### config.mk
export PLATFORM = sky130hd
export DESIGN_NAME = bit_serial_adder
export DESIGN_NICKNAME = d
export VERILOG_FILES = /design/src/rtl/serial_add_pkg.sv /design/src/rtl/sa_full_adder.sv /design/src/rtl/sa_shift_reg.sv /design/src/rtl/sa_seq_ctrl.sv /design/src/rtl/bit_serial_adder.sv
export SDC_FILE = /design/constraint.sdc
export NUM_CORES = 1
export LEC_CHECK = 0
export BUFFER_PORTS_ARGS = -buffer_cell sky130_fd_sc_hd__buf_2
export CORE_MARGIN = 4
export CORE_UTILIZATION = 35
export DETAILED_ROUTE_END_ITERATION = 10
export HOLD_SLACK_MARGIN = 0.06
export PLACE_DENSITY_LB_ADDON = 0.3
export SETUP_SLACK_MARGIN = 0.5
export SLEW_MARGIN = 20
export SYNTH_ARGS = -nofsm -noshare
export SYNTH_HDL_FRONTEND = slang
export SYNTH_SLANG_ARGS = --single-unit
### constraint.sdc
create_clock -name clk_i -period 3 [get_ports clk_i]
set_input_delay 0.15 -clock clk_i [delete_from_list [all_inputs] [get_ports clk_i]]
set_output_delay 0.15 -clock clk_i [all_outputs]
set_load 0.01 [all_outputs]
### src/rtl/serial_add_pkg.sv
package serial_add_pkg;
  typedef enum logic {
    PH_IDLE = 1'b0,
    PH_RUN  = 1'b1
  } phase_e;
endpackage

### src/rtl/sa_full_adder.sv
module sa_full_adder (
  input  logic a_i,
  input  logic b_i,
  input  logic c_i,
  output logic s_o,
  output logic c_o
);
  always_comb begin
    s_o = a_i ^ b_i ^ c_i;
    c_o = (a_i & b_i) | (a_i & c_i) | (b_i & c_i);
  end
endmodule

### src/rtl/sa_shift_reg.sv
module sa_shift_reg #(
  parameter int WIDTH = 8
) (
  input  logic             clk_i,
  input  logic             rst_ni,
  input  logic             load_i,
  input  logic             shift_i,
  input  logic [WIDTH-1:0] d_i,
  input  logic             ser_i,
  output logic [WIDTH-1:0] q_o
);
  logic [WIDTH-1:0] q_q;

  always_ff @(posedge clk_i or negedge rst_ni) begin
    if (!rst_ni)      q_q <= '0;
    else if (load_i)  q_q <= d_i;
    else if (shift_i) q_q <= {ser_i, q_q[WIDTH-1:1]};
  end

  assign q_o = q_q;

  assert_load_capture_R2: assert property (@(posedge clk_i) disable iff (!rst_ni)
    load_i |=> q_o == $past(d_i));

  assert_shift_entry_R10: assert property (@(posedge clk_i) disable iff (!rst_ni)
    (shift_i && !load_i) |=> q_o[WIDTH-1] == $past(ser_i));
endmodule

### src/rtl/sa_seq_ctrl.sv
module sa_seq_ctrl
  import serial_add_pkg::*;
#(
  parameter int WIDTH = 8
) (
  input  logic clk_i,
  input  logic rst_ni,
  input  logic start_i,
  input  logic load_i,
  output logic shift_o,
  output logic start_go_o,
  output logic done_o
);
  localparam int CNT_W = $clog2(WIDTH + 1);
  localparam logic [CNT_W-1:0] LAST = CNT_W'(WIDTH - 1);

  phase_e           ph_q;
  logic [CNT_W-1:0] cnt_q;
  logic             done_q;
  logic             last_c;

  assign last_c     = (ph_q == PH_RUN) && (cnt_q == LAST);
  assign start_go_o = start_i && !load_i && (ph_q == PH_IDLE);

  always_ff @(posedge clk_i or negedge rst_ni) begin
    if (!rst_ni) begin
      ph_q   <= PH_IDLE;
      cnt_q  <= '0;
      done_q <= 1'b0;
    end else begin
      done_q <= last_c;
      if (start_go_o) begin
        ph_q  <= PH_RUN;
        cnt_q <= '0;
      end else if (ph_q == PH_RUN) begin
        if (last_c) begin
          ph_q  <= PH_IDLE;
          cnt_q <= '0;
        end else begin
          cnt_q <= cnt_q + 1'b1;
        end
      end
    end
  end

  assign shift_o = (ph_q == PH_RUN);
  assign done_o  = done_q;

  assert_done_after_last_R3: assert property (@(posedge clk_i) disable iff (!rst_ni)
    done_o |-> ($past(cnt_q) == LAST) && !shift_o);

  assert_done_pulse_R5: assert property (@(posedge clk_i) disable iff (!rst_ni)
    done_o |=> !done_o);

  assert_start_ignored_R6: assert property (@(posedge clk_i) disable iff (!rst_ni)
    (shift_o && start_i && cnt_q != LAST) |=> shift_o && (cnt_q == $past(cnt_q) + 1'b1));
endmodule

### src/rtl/bit_serial_adder.sv
module bit_serial_adder #(
  parameter int WIDTH       = 8,
  parameter bit KEEP_ADDEND = 1'b1
) (
  input  logic             clk_i,
  input  logic             rst_ni,
  input  logic             load_i,
  input  logic             start_i,
  input  logic [WIDTH-1:0] augend_i,
  input  logic [WIDTH-1:0] addend_i,
  output logic [WIDTH-1:0] sum_o,
  output logic             carry_o,
  output logic             done_o
);
  logic             shift_en, start_go, load_go;
  logic [WIDTH-1:0] a_q, b_q;
  logic             b_ser, fa_s, fa_c, carry_q;

  sa_seq_ctrl #(.WIDTH(WIDTH)) u_ctrl (
    .clk_i     (clk_i),
    .rst_ni    (rst_ni),
    .start_i   (start_i),
    .load_i    (load_i),
    .shift_o   (shift_en),
    .start_go_o(start_go),
    .done_o    (done_o)
  );

  // loads are locked out during a run
  assign load_go = load_i && !shift_en;

  generate
    if (KEEP_ADDEND) begin : g_recirc
      assign b_ser = b_q[0];
    end else begin : g_zero_fill
      assign b_ser = 1'b0;
    end
  endgenerate

  sa_full_adder u_fa (
    .a_i(a_q[0]),
    .b_i(b_q[0]),
    .c_i(carry_q),
    .s_o(fa_s),
    .c_o(fa_c)
  );

  sa_shift_reg #(.WIDTH(WIDTH)) u_areg (
    .clk_i  (clk_i),
    .rst_ni (rst_ni),
    .load_i (load_go),
    .shift_i(shift_en),
    .d_i    (augend_i),
    .ser_i  (fa_s),
    .q_o    (a_q)
  );

  sa_shift_reg #(.WIDTH(WIDTH)) u_breg (
    .clk_i  (clk_i),
    .rst_ni (rst_ni),
    .load_i (load_go),
    .shift_i(shift_en),
    .d_i    (addend_i),
    .ser_i  (b_ser),
    .q_o    (b_q)
  );

  always_ff @(posedge clk_i or negedge rst_ni) begin
    if (!rst_ni)                  carry_q <= 1'b0;
    else if (load_go || start_go) carry_q <= 1'b0;
    else if (shift_en)            carry_q <= fa_c;
  end

  assign sum_o   = a_q;
  assign carry_o = carry_q;

  assert_load_clears_carry_R2: assert property (@(posedge clk_i) disable iff (!rst_ni)
    (load_i && !shift_en) |=> !carry_o && sum_o == $past(augend_i));

  assert_load_blocked_R7: assert property (@(posedge clk_i) disable iff (!rst_ni)
    (load_i && shift_en) |=> sum_o[WIDTH-2:0] == $past(sum_o[WIDTH-1:1]));

  assert_addend_rotate_R8: assert property (@(posedge clk_i) disable iff (!rst_ni)
    (shift_en && !load_i) |=>
      b_q == {(KEEP_ADDEND ? $past(b_q[0]) : 1'b0), $past(b_q[WIDTH-1:1])});

  assert_idle_hold_R9: assert property (@(posedge clk_i) disable iff (!rst_ni)
    (!shift_en && !load_i && !start_i) |=> $stable(sum_o) && $stable(carry_o));
endmodule

==> load_flow_metrics.sql, run 1 <==
INSERT INTO impl_metrics (metric_group, metric, value, unit) VALUES
('outcome', 'run_status', 'completed', ''),
('route', 'drc', '0', ''),
('route', 'route.antenna.remaining_nets', '0', ''),
('sta', 'hold_viol', '0', ''),
('route', 'wl_met1', '884', 'microns'),
('sta', 'fin_crit_sh', '49.4', '%'),
('floorplan', 'chipWidth', '64.2', 'microns'),
('critical_path', 'critPathLaunchType', 'flip-flop', ''),
('pwr', 'p_per_cell_area', '879', 'nW/um^2'),
('clock_network', 'numClockSinks', '23', ''),
('floorplan', 'design.portCount', '30', ''),
('floorplan', 'start_util', '36.5', '%'),
('finish', 'layout.core_utilization', '42.8', '%'),
('floorplan', 'standard_cell_core_area', '3030', 'sq um'),
('finish', 'syn2layout_area_growth', '17.2', '%'),
('finish', 'layout-drive-gt1-share', '27.1', '%'),
('logic_synthesis', 'synth_area_leaders', 'sky130_fd_sc_hd__dfrtp_1, sky130_fd_sc_hd__mux2i_1, sky130_fd_sc_hd__o21ai_0, sky130_fd_sc_hd__nand2_1, sky130_fd_sc_hd__buf_6', ''),
('sta', 'maxSlewHeadroom', '63.4', '%'),
('logic_synthesis', 'syn-instance-count', '106', ''),
('logic_synthesis', 'postSynthNetCount', '128', ''),
('hold_path', 'holdCritPathClass', 'primary input to flip-flop', ''),
('floorplan', 'chipHeight', '64.2', 'microns'),
('logic_synthesis', 'yosysTopAreaCellShare', '52.1', '%'),
('pwr', 'power.leakage', '0.669', 'nW'),
('route', 'viasPerCell', '4.63', ''),
('clock_network', 'tritoncts', 'done', ''),
('placement', 'finalWeightedCongestion', '0.675', ''),
('placement', 'portBuffers', '29', ''),
('placement', 'place_worst_setup_slack', '1170', 'ps'),
('pwr', 'seq_power_share', '52.5', '%'),
('placement', 'final_hpwl_dp', '1470', 'microns'),
('grt', 'globalRouteTotalUtil', '10.8', '%'),
('sta', 'finalClockSkew', '10.5', 'ps'),
('clock_network', 'path_clk_slew', '130', 'ps'),
('logic_synthesis', 'synth_edf_count', '0', ''),
('critical_path', 'crit_required', '3210', 'ps'),
('grt', 'grt_pass1_wl', '3540', 'microns'),
('logic_synthesis', 'synth_top_flop_cell', 'sky130_fd_sc_hd__dfrtp_1', ''),
('pwr', 'power.share.switching', '38.0', '%'),
('logic_synthesis', 'synth.avg_cell_area', '10.4', 'sq um'),
('sta', 'fmax', '675', 'MHz'),
('sta', 'timing.final.setup_violations', '0', ''),
('route', 'met3WireLength', '137', 'microns'),
('logic_synthesis', 'sequential_fraction_of_the_synthesis_area', '52.1', '%'),
('pwr', 'power_frac_comb', '35.2', '%'),
('logic_synthesis', 'synth_area_leader_cell', 'sky130_fd_sc_hd__dfrtp_1', ''),
('floorplan', 'fp-row-count', '20', ''),
('pwr', 'cell_internal_pwr', '705', 'uW'),
('floorplan', 'die_ar', '4120', 'sq um'),
('route', 'detailroute.via_count', '820', ''),
('grt', 'first_global_vias', '796', ''),
('clock_network', 'clock_insertion_delay_worst_skew', '300', 'ps'),
('route', 'routed_wl', '2030', 'microns'),
('route', 'drt_first_pass_iters', '4', ''),
('grt', 'antenna_found_initial', '0', ''),
('logic_synthesis', 'async_reset_ff_share', '100', '%'),
('critical_path', 'worst_setup_path_end_kind', 'flip-flop', ''),
('run', 'max_cap_viol_count', '0', ''),
('finish', 'num-fill-cells', '305', ''),
('pwr', 'clockPowerShare', '12.3', '%'),
('logic_synthesis', 'yosysWarnings', '0', ''),
('clock_network', 'postCtsSetupRepairBufs', '0', ''),
('finish', 'diodes', '0', ''),
('critical_path', 'worstPathArrival', '1690', 'ps'),
('sta', 'final_max_slew_viol_count', '0', ''),
('sta', 'slew_worst_pin', '549', 'ps'),
('route', 'dr.max_layer_used', 'met4', ''),
('grt', 'grt_max_degree', '42', ''),
('clock_network', 'root_buffer', 'sky130_fd_sc_hd__clkbuf_4', ''),
('logic_synthesis', 'mappedNetlistArea', '1100', 'sq um'),
('grt', 'globalRoute.totalOverflow', '0', '');
## per-layer routing
layer  GRT usage [%]  vias to the layer above
met1            14.0                      387
li1                -                      409
met2            16.9                       22
met3            2.81                        2
met4            4.75                        0
met5               0                        -
## critical path: stages (launching register included)
cell and delay, ps:
sky130_fd_sc_hd__dfrtp_2 750, sky130_fd_sc_hd__inv_1 180, sky130_fd_sc_hd__and2_4 180, sky130_fd_sc_hd__a211o_1 280
## area by class of cell
cell class	instances	area, sq um	area share [%]
flip-flops and latches	23	577	44.5
multi-input cells	72	465	35.9
repair buffers	30	155	12.0
well taps	44	55.1	4.25
clock buffers	3	22.5	1.74
inverters	4	15.0	1.16
clock inverters	1	5.00	0.386
## registers in the layout (all words and copies together), names as in the netlist
name,flops
carry_o,1
u_areg.q_o,8
u_breg.q_o,8
u_ctrl.cnt_q,4
u_ctrl.done_o,1
u_ctrl.shift_o,1
## stage by stage
stage                     instances  instance area, sq um
final                           177                  1290
after global routing            177                  1290
after CTS                       177                  1290
after detailed placement        172                  1260
after global placement          172                  1260
after floorplan                 106                  1100
## cells by family (layout without fill, tap and decap cells)
| logic type | Yosys count | count (layout) | synth area share (%) |
|---|---|---|---|
| and+or+nand+nor | 31 | 31 | 13.7 |
| buffers and inverters | 11 | 38 | 5.77 |
| AOI/OAI and AO/OA | 23 | 23 | 11.0 |
| adders and majority gates | 2 | 2 | 2.94 |
| DFF | 23 | 23 | 52.1 |
| muxes | 16 | 16 | 14.5 |
## placed cells by master, fill, tap and decap left out, drive strengths merged
cell type / n
and2: 1
nand2b: 2
nand2: 19
dfrtp: 23
a211oi: 1
nor2b: 2
nor3b: 1
clkbuf: 3
buf: 29
a21oi: 2
clkinv: 1
mux2i: 16
nand3: 2
o21ai: 19
nor2: 2
fa: 1
dlygate4sd3: 1
or4: 1
ha: 1
a211o: 1
and3: 1
inv: 4
## repair_timing
action,CTS,global route
endpoints found under the setup margin,0,0
resized for setup,0,0
hold endpoints to repair,23,0
hold buffers,1,0
## worst paths after layout
path / to / cells after the start / startpoint / slack, ps
setup / recovery: u_ctrl.cnt_q[3] / 3 / u_ctrl.shift_o / 1520
hold / removal: u_areg.q_o[2] / 3 / augend_i[2] / 130
setup reg to reg: u_ctrl.cnt_q[3] / 3 / u_ctrl.shift_o / 1520
hold reg to reg: u_breg.q_o[3] / 2 / u_breg.q_o[4] / 500
max in group asynchronous: u_ctrl.shift_o / 2 / rst_ni / 2290
min in group asynchronous: u_areg.q_o[1] / 2 / rst_ni / 330
## power by group through the flow
stage                     logic [mW]  registers [mW]  clock network [mW]
final                          0.401           0.597               0.140
after global placement         0.401           0.599                   0
after detailed placement       0.410           0.604                   0
after floorplan                0.311           0.572                   0
after global routing           0.478           0.628               0.162
after CTS                      0.412           0.599               0.146
No activity file was read; power rests on OpenSTA's default activity.
==> run 2, diff against run 1 <==
--- a/config.mk
+++ b/config.mk
@@ -5,6 +5,7 @@
 export SDC_FILE = /design/constraint.sdc
 export NUM_CORES = 1
 export LEC_CHECK = 0
+export ABC_AREA = 1
 export BUFFER_PORTS_ARGS = -buffer_cell sky130_fd_sc_hd__buf_2
 export CORE_MARGIN = 4
 export CORE_UTILIZATION = 35
==> constraint.sdc (replaced) <==
create_clock -name clk_i -period 1.5 [get_ports clk_i]
set_input_delay 0.075 -clock clk_i [delete_from_list [all_inputs] [get_ports clk_i]]
set_output_delay 0.075 -clock clk_i [all_outputs]
set_load 0.01 [all_outputs]
==> load_flow_metrics.sql, run 2 <==
INSERT INTO impl_metrics (metric_group, metric, value, unit) VALUES
('sta', 'fin_crit_sh', '74.8', '%'),
('clock_network', 'clock_insertion_delay_worst_skew', '320', 'ps'),
('logic_synthesis', 'sequential_fraction_of_the_synthesis_area', '53.0', '%'),
('route', 'detailroute.via_count', '1109', ''),
('finish', 'syn2layout_area_growth', '69.0', '%'),
('clock_network', 'tritoncts', 'done', ''),
('clock_network', 'tritoncts.num_buffers', '3', ''),
('critical_path', 'critPathLaunchType', 'flip-flop', ''),
('floorplan', 'fp-row-count', '19', ''),
('logic_synthesis', 'yosysWarnings', '0', ''),
('hold_path', 'holdCritPathClass', 'primary input to flip-flop', ''),
('logic_synthesis', 'yosys.area_share.adder', '3.00', '%'),
('clock_network', 'numClockSinks', '23', ''),
('logic_synthesis', 'post_synth_num_cell_types', '17', ''),
('critical_path', 'path_cells', 'inv_2, fa_1, o211ai_1', ''),
('grt', 'fraction_of_met2_tracks_used_by_global_routing', '24.1', '%'),
('critical_path', 'timing_worst_setup_path_type', 'flip-flop to flip-flop', ''),
('logic_synthesis', 'synth_edf_count', '0', ''),
('grt', 'gr-usage-met1', '17.1', '%'),
('placement', 'dp_cells', '184', ''),
('route', 'drt_first_pass_iters', '4', ''),
('logic_synthesis', 'synth.cells.most_frequent', 'sky130_fd_sc_hd__nand2_1, sky130_fd_sc_hd__dfrtp_1, sky130_fd_sc_hd__nand3_1, sky130_fd_sc_hd__inv_1, sky130_fd_sc_hd__nor2_1', ''),
('finish', 'layout-drive-gt1-share', '52.5', '%'),
('critical_path', 'path_max_fanout', '2', ''),
('sta', 'finalClockSkew', '16.4', 'ps'),
('clock_network', 'path_clk_slew', '140', 'ps'),
('sta', 'fmax', '891', 'MHz'),
('critical_path', 'path_delay_family', 'flip-flops', ''),
('floorplan', 'chipHeight', '63.7', 'microns'),
('sta', 'final_max_slew_viol_count', '0', ''),
('outcome', 'run_status', 'completed', ''),
('grt', 'grt_most_used_layer', 'met2', ''),
('clock_network', 'root_buffer', 'sky130_fd_sc_hd__clkbuf_4', ''),
('placement', 'finalWeightedCongestion', '0.897', ''),
('logic_synthesis', 'synth_area_leaders', 'sky130_fd_sc_hd__dfrtp_1, sky130_fd_sc_hd__nand2_1, sky130_fd_sc_hd__nand3_1, sky130_fd_sc_hd__inv_1, sky130_fd_sc_hd__buf_6', ''),
('sta', 'totalNegativeSetupSlack', '0', 'ps'),
('floorplan', 'design.portCount', '30', ''),
('finish', 'nets', '221', ''),
('finish', 'diodes', '0', ''),
('route', 'drc', '0', ''),
('logic_synthesis', 'synthesized_area_fraction_occupied_by_ao_oa_aoi_and_oai_cells', '2.30', '%'),
('route', 'viasPerCell', '4.84', ''),
('logic_synthesis', 'async_reset_ff_share', '100', '%'),
('route', 'dr_wl_cell', '12.9', 'microns'),
('finish', 'finalNonFillerCells', '229', ''),
('sta', 'hold-worst-slack', '196', 'ps'),
('finish', 'most_common_cell_after_layout_fill_and_taps_aside', 'sky130_fd_sc_hd__nand2_1', ''),
('logic_synthesis', 'synth.avg_cell_area', '8.48', 'sq um'),
('grt', 'first_global_vias', '1015', ''),
('pwr', 'p_per_cell_area', '1600', 'nW/um^2'),
('logic_synthesis', 'postSynthNetCount', '150', ''),
('sta', 'slew_worst_pin', '509', 'ps'),
('grt', 'antenna_found_initial', '0', ''),
('logic_synthesis', 'yosysTopAreaCellShare', '53.0', '%'),
('floorplan', 'start_util', '38.1', '%'),
('pwr', 'ir_drop', '868', 'uV'),
('critical_path', 'worst-path-buf-inv', '1', ''),
('clock_network', 'cts_buffer_depth', '2', ''),
('logic_synthesis', 'mappedNetlistArea', '1090', 'sq um'),
('critical_path', 'worst_setup_path_end_kind', 'flip-flop', ''),
('grt', 'grt_pass1_wl', '4530', 'microns'),
('sta', 'fin_crit', '1120', 'ps'),
('floorplan', 'die_ar', '4060', 'sq um'),
('critical_path', 'critPathSlowestCell', 'sky130_fd_sc_hd__dfrtp_1', ''),
('logic_synthesis', 'synth_simple_gate_area_share', '33.9', '%'),
('pwr', 'power.leakage', '0.968', 'nW'),
('finish', 'final_cell_mix', 'sky130_fd_sc_hd__nand2_1, sky130_fd_sc_hd__buf_2, sky130_fd_sc_hd__dfrtp_1, sky130_fd_sc_hd__dlygate4sd3_1, sky130_fd_sc_hd__nand2_2', ''),
('logic_synthesis', 'syn-instance-count', '128', ''),
('route', 'route.antenna.remaining_nets', '0', ''),
('grt', 'grt_max_degree', '24', ''),
('logic_synthesis', 'synth_top_family_by_area', 'simple AND/OR/NAND/NOR gates', ''),
('logic_synthesis', 'synth_top_flop_cell', 'sky130_fd_sc_hd__dfrtp_1', ''),
('critical_path', 'crit_required', '1750', 'ps'),
('finish', 'num-fill-cells', '236', ''),
('floorplan', 'chipWidth', '63.7', 'microns'),
('placement', 'final_hpwl_dp', '1670', 'microns'),
('run', 'max_cap_viol_count', '0', ''),
('pwr', 'finalPower', '2.94', 'mW'),
('route', 'routed_wl', '2960', 'microns'),
('logic_synthesis', 'synth_area_leader_cell', 'sky130_fd_sc_hd__dfrtp_1', ''),
('clock_network', 'htree_num_levels', '1', ''),
('grt', 'globalRoute.totalOverflow', '0', ''),
('sta', 'timing.final.setup_violations', '0', ''),
('logic_synthesis', 'ys_ff_latch', '23', ''),
('sta', 'hold_viol', '0', ''),
('sta', 'maxSlewHeadroom', '66.1', '%'),
('placement', 'portBuffers', '29', ''),
('floorplan', 'standard_cell_core_area', '2850', 'sq um'),
('logic_synthesis', 'yosys.cell_count.top_type', 'sky130_fd_sc_hd__nand2_1', ''),
('critical_path', 'worst_path_largest_cell_delay', '430', 'ps'),
('logic_synthesis', 'post_synth_xor_xnor_area', '0', '%'),
('grt', 'use_met3', '4.09', '%'),
('sta', 'setup_repair_after_global_routing_missed_its_margin', 'yes', ''),
('logic_synthesis', 'yosys-mux-area-fraction', '0', '%'),
('grt', 'globalRouteTotalUtil', '13.9', '%'),
('route', 'initialDrtViolationCount', '67', ''),
('critical_path', 'worstPathArrival', '1380', 'ps');
-- run 2: changes by cell type in the layout (fill, tap and decap cells not counted), sizes merged, moves of 4 or more --
cell         previous run  this run
o21ai                  19         2
mux2i                  16         0
nor2                    2         8
inv                     4         8
nand2                  19        59
dlygate4sd3             1        18
nand3                   2        17
buf                    29        52
-- run 2: layout make-up --
class	instances	area, sq um	share of cell area (%)
multi-input combinational	92	588	32.0
sequential	23	577	31.4
timing repair buffer	71	567	30.9
tap	31	38.8	2.11
inverter	8	37.5	2.04
clock buffer	3	22.5	1.23
clock inverter	1	5.00	0.273
-- run 2: cell families (layout without fill, tap and decap cells) --
family,Yosys count,count (layout)
flops,23,23
buf+inv,13,83
simple gates,86,86
fa+ha+maj,2,2
compound gates,4,4
-- run 2: final timing paths --
check / cells past startpoint / end / slack [ps] / start
max in group asynchronous: 2 / u_ctrl.shift_o / 890 / rst_ni
hold / removal: 4 / u_ctrl.shift_o / 200 / load_i
setup / recovery: 3 / u_areg.q_o[7] / 380 / u_breg.q_o[0]
setup reg to reg: 3 / u_areg.q_o[7] / 380 / u_breg.q_o[0]
min in group asynchronous: 2 / u_areg.q_o[5] / 250 / rst_ni
hold reg to reg: 2 / u_breg.q_o[1] / 500 / u_breg.q_o[1]
-- run 2: power by group --
part           switching, mW  internal (mW)
Clock                  0.194         0.0998
Sequential             0.246          0.897
Combinational          0.709          0.790
Total                   1.15           1.79
-- run 2: metrics by stage --
step / setup WS [ps] / util (%) / instance area (sq um)
5_1_grt: 318 / 64.3 / 1840
2_1_floorplan: 354 / - / 1090
4_1_cts: 378 / 55.2 / 1580
3_3_place_gp: 287 / 42.9 / 1220
6_report: 377 / 64.3 / 1840
3_5_place_dp: 245 / 42.9 / 1220
-- run 2: repair_timing --
action	4_1_cts	5_1_grt
endpoints found under the setup margin	23	32
hold endpoints to repair	41	0
hold buffers	18	0
cloned	0	1
buffers inserted	15	7
pin swaps	5	22
gates resized for setup	13	49
-- run 2: tightest hold or removal path, stage by stage --
cell	delay, ps
sky130_fd_sc_hd__buf_2	140
sky130_fd_sc_hd__nor2_1	90
sky130_fd_sc_hd__nor2_4	150
sky130_fd_sc_hd__nor2_2	60
-- run 2: layer usage --
layer | vias up | part of all wire [%]
li1 | 539 | -
met1 | 528 | 42
met2 | 36 | 51
met3 | 6 | 4.8
met4 | 0 | 1.3
met5 | - | 0
==> run 3, diff against run 2 <==
==> constraint.sdc (replaced) <==
create_clock -name clk_i -period 1.1 [get_ports clk_i]
set_input_delay 0.055 -clock clk_i [delete_from_list [all_inputs] [get_ports clk_i]]
set_output_delay 0.055 -clock clk_i [all_outputs]
set_load 0.01 [all_outputs]
==> load_flow_metrics.sql, run 3 (synthesized netlist as in run 2, its figures left out) <==
INSERT INTO impl_metrics (metric_group, metric, value, unit) VALUES
('floorplan', 'fp-row-count', '19', ''),
('finish', 'layout-drive-gt1-share', '68.6', '%'),
('run', 'max_cap_viol_count', '0', ''),
('grt', 'globalRouteTotalUtil', '14.8', '%'),
('sta', 'fin_ws', '-113', 'ps'),
('critical_path', 'ff2ff_path_depth', '3', ''),
('clock_network', 'tritoncts.num_buffers', '3', ''),
('sta', 'fin_crit', '1210', 'ps'),
('clock_network', 'numClockSinks', '23', ''),
('floorplan', 'start_util', '38.1', '%'),
('route', 'detailroute.via_count', '1072', ''),
('finish', 'final_design_area_no_fill', '1890', 'sq um'),
('pwr', 'p_per_cell_area', '2340', 'nW/um^2'),
('finish', 'syn2layout_area_growth', '74.2', '%'),
('critical_path', 'worstReg2RegStart', 'u_breg.q_o[0]', ''),
('critical_path', 'crit_required', '1340', 'ps'),
('finish', 'nets', '208', ''),
('grt', 'grt_pass1_wl', '4840', 'microns'),
('pwr', 'power.leakage', '1.04', 'nW'),
('hold_path', 'holdCritPathClass', 'primary input to async pin', ''),
('route', 'routed_wl', '3180', 'microns'),
('sta', 'setup_repair_after_global_routing_missed_its_margin', 'yes', ''),
('route', 'drc', '0', ''),
('sta', 'maxSlewHeadroom', '64.9', '%'),
('clock_network', 'root_buffer', 'sky130_fd_sc_hd__clkbuf_4', ''),
('sta', 'timing.final.setup_violations', '12', ''),
('critical_path', 'r2r_slack', '-110', 'ps'),
('clock_network', 'cts_buffer_depth', '2', ''),
('clock_network', 'clock_insertion_delay_worst_skew', '310', 'ps'),
('pwr', 'ir_drop', '1330', 'uV'),
('sta', 'hold_viol', '37', ''),
('route', 'dr_wl_cell', '14.7', 'microns'),
('sta', 'hold-worst-slack', '-298', 'ps'),
('finish', 'diodes', '0', ''),
('grt', 'antenna_found_initial', '0', ''),
('sta', 'finalClockSkew', '4.03', 'ps'),
('route', 'drt_first_pass_iters', '4', ''),
('finish', 'most_common_cell_after_layout_fill_and_taps_aside', 'sky130_fd_sc_hd__buf_2', ''),
('outcome', 'run_status', 'complete, but fails checks', ''),
('critical_path', 'critPathLaunchType', 'flip-flop', ''),
('clock_network', 'path_clk_slew', '120', 'ps'),
('critical_path', 'worst_r2r_endpoint', 'u_areg.q_o[7]', ''),
('grt', 'first_global_vias', '1076', ''),
('critical_path', 'worst_setup_path_end_kind', 'flip-flop', ''),
('grt', 'grt_max_degree', '24', ''),
('critical_path', 'timing.critical_path.from', 'u_breg.q_o[0]', ''),
('floorplan', 'chipWidth', '63.7', 'microns'),
('placement', 'place_area', '1330', 'sq um'),
('sta', 'fmax', '824', 'MHz'),
('finish', 'final_cell_mix', 'sky130_fd_sc_hd__buf_2, sky130_fd_sc_hd__nand2_2, sky130_fd_sc_hd__dfrtp_1, sky130_fd_sc_hd__nand2_1, sky130_fd_sc_hd__nand2_4', ''),
('placement', 'portBuffers', '29', ''),
('clock_network', 'htree_num_levels', '1', ''),
('floorplan', 'die_ar', '4060', 'sq um'),
('clock_network', 'tritoncts', 'done', ''),
('critical_path', 'timing_worst_setup_path_type', 'flip-flop to flip-flop', ''),
('clock_network', 'ctsHoldBuffers', '2', ''),
('critical_path', 'worstPathArrival', '1450', 'ps'),
('critical_path', 'path_max_fanout', '2', ''),
('floorplan', 'standard_cell_core_area', '2850', 'sq um'),
('placement', 'place_worst_setup_slack', '-22.5', 'ps'),
('route', 'initialDrtViolationCount', '40', ''),
('sta', 'final_max_slew_viol_count', '0', ''),
('sta', 'slew_worst_pin', '527', 'ps'),
('route', 'route.antenna.remaining_nets', '0', ''),
('outcome', 'violated_checks', 'negative hold slack, negative setup slack', ''),
('route', 'viasPerCell', '4.96', ''),
('grt', 'globalRoute.totalOverflow', '0', ''),
('placement', 'final_hpwl_dp', '1710', 'microns'),
('placement', 'finalWeightedCongestion', '0.768', ''),
('sta', 'fin_crit_sh', '110', '%'),
('floorplan', 'design.portCount', '30', ''),
('floorplan', 'chipHeight', '63.7', 'microns'),
('critical_path', 'critical_path.endpoint', 'u_areg.q_o[7]', '');
[run 3: layout make-up]
type	instances	area, sq um
Timing Repair Buffer	58	495
Clock buffer	4	26.3
Sequential cell	23	577
Multi-Input combinational cell	92	719
Inverter	8	35.0
Fill cell	230	961
Tap cell	31	38.8
[run 3: what timing repair did]
action,4_1_cts,5_1_grt
gates resized for setup,44,40
endpoints found under the hold margin,41,39
pin swaps,16,17
cloned,2,2
endpoints found under the setup margin,33,33
setup buffers,10,5
[run 3: how the worst min path moves through the flow]
stage                     startpoint             to  slack, ps  depth (start not counted)
after floorplan               rst_ni        carry_o       -240                          0
after global placement        rst_ni  u_breg.q_o[4]         60                          1
after global routing          rst_ni  u_areg.q_o[6]       -290                          1
final                         rst_ni  u_areg.q_o[6]       -300                          1
after detailed placement      rst_ni  u_breg.q_o[5]         60                          1
after CTS                     rst_ni  u_areg.q_o[6]       -290                          1
[run 3: critical path, cell delays in order (launching register included)]
cell and delay, ps:
sky130_fd_sc_hd__dfrtp_1 410, sky130_fd_sc_hd__inv_1 120, sky130_fd_sc_hd__fa_1 440, sky130_fd_sc_hd__o211ai_1 170
[run 3: layer usage]
metal  track usage, %  up-vias  share of wire, %
li1                 -      519                 -
met1             19.5      511                41
met2             24.3       36                53
met3             3.20        6               4.6
met4             4.85        0               1.4
met5                0        -                 0
[run 3: power by group]
group | internal, mW | total (mW) | switching, mW
registers | 1.22 | 1.56 | 0.340
logic | 1.29 | 2.48 | 1.19
clock network | 0.142 | 0.387 | 0.245
[run 3: stage by stage]
step / hold slack, ps / power, mW / util [%] / instances / setup TNS (ps)
detailed placement: 58.0 / 2.88 / 46.6 / 191 / -22.5
CTS: -294 / 3.93 / 58.3 / 209 / -68.0
global placement: 57.5 / 2.82 / 46.6 / 191 / -5.20
global route: -290 / 4.80 / 66.3 / 216 / -1170
floorplan: -241 / 2.39 / - / 128 / -46.0
finish: -298 / 4.43 / 66.3 / 216 / -416
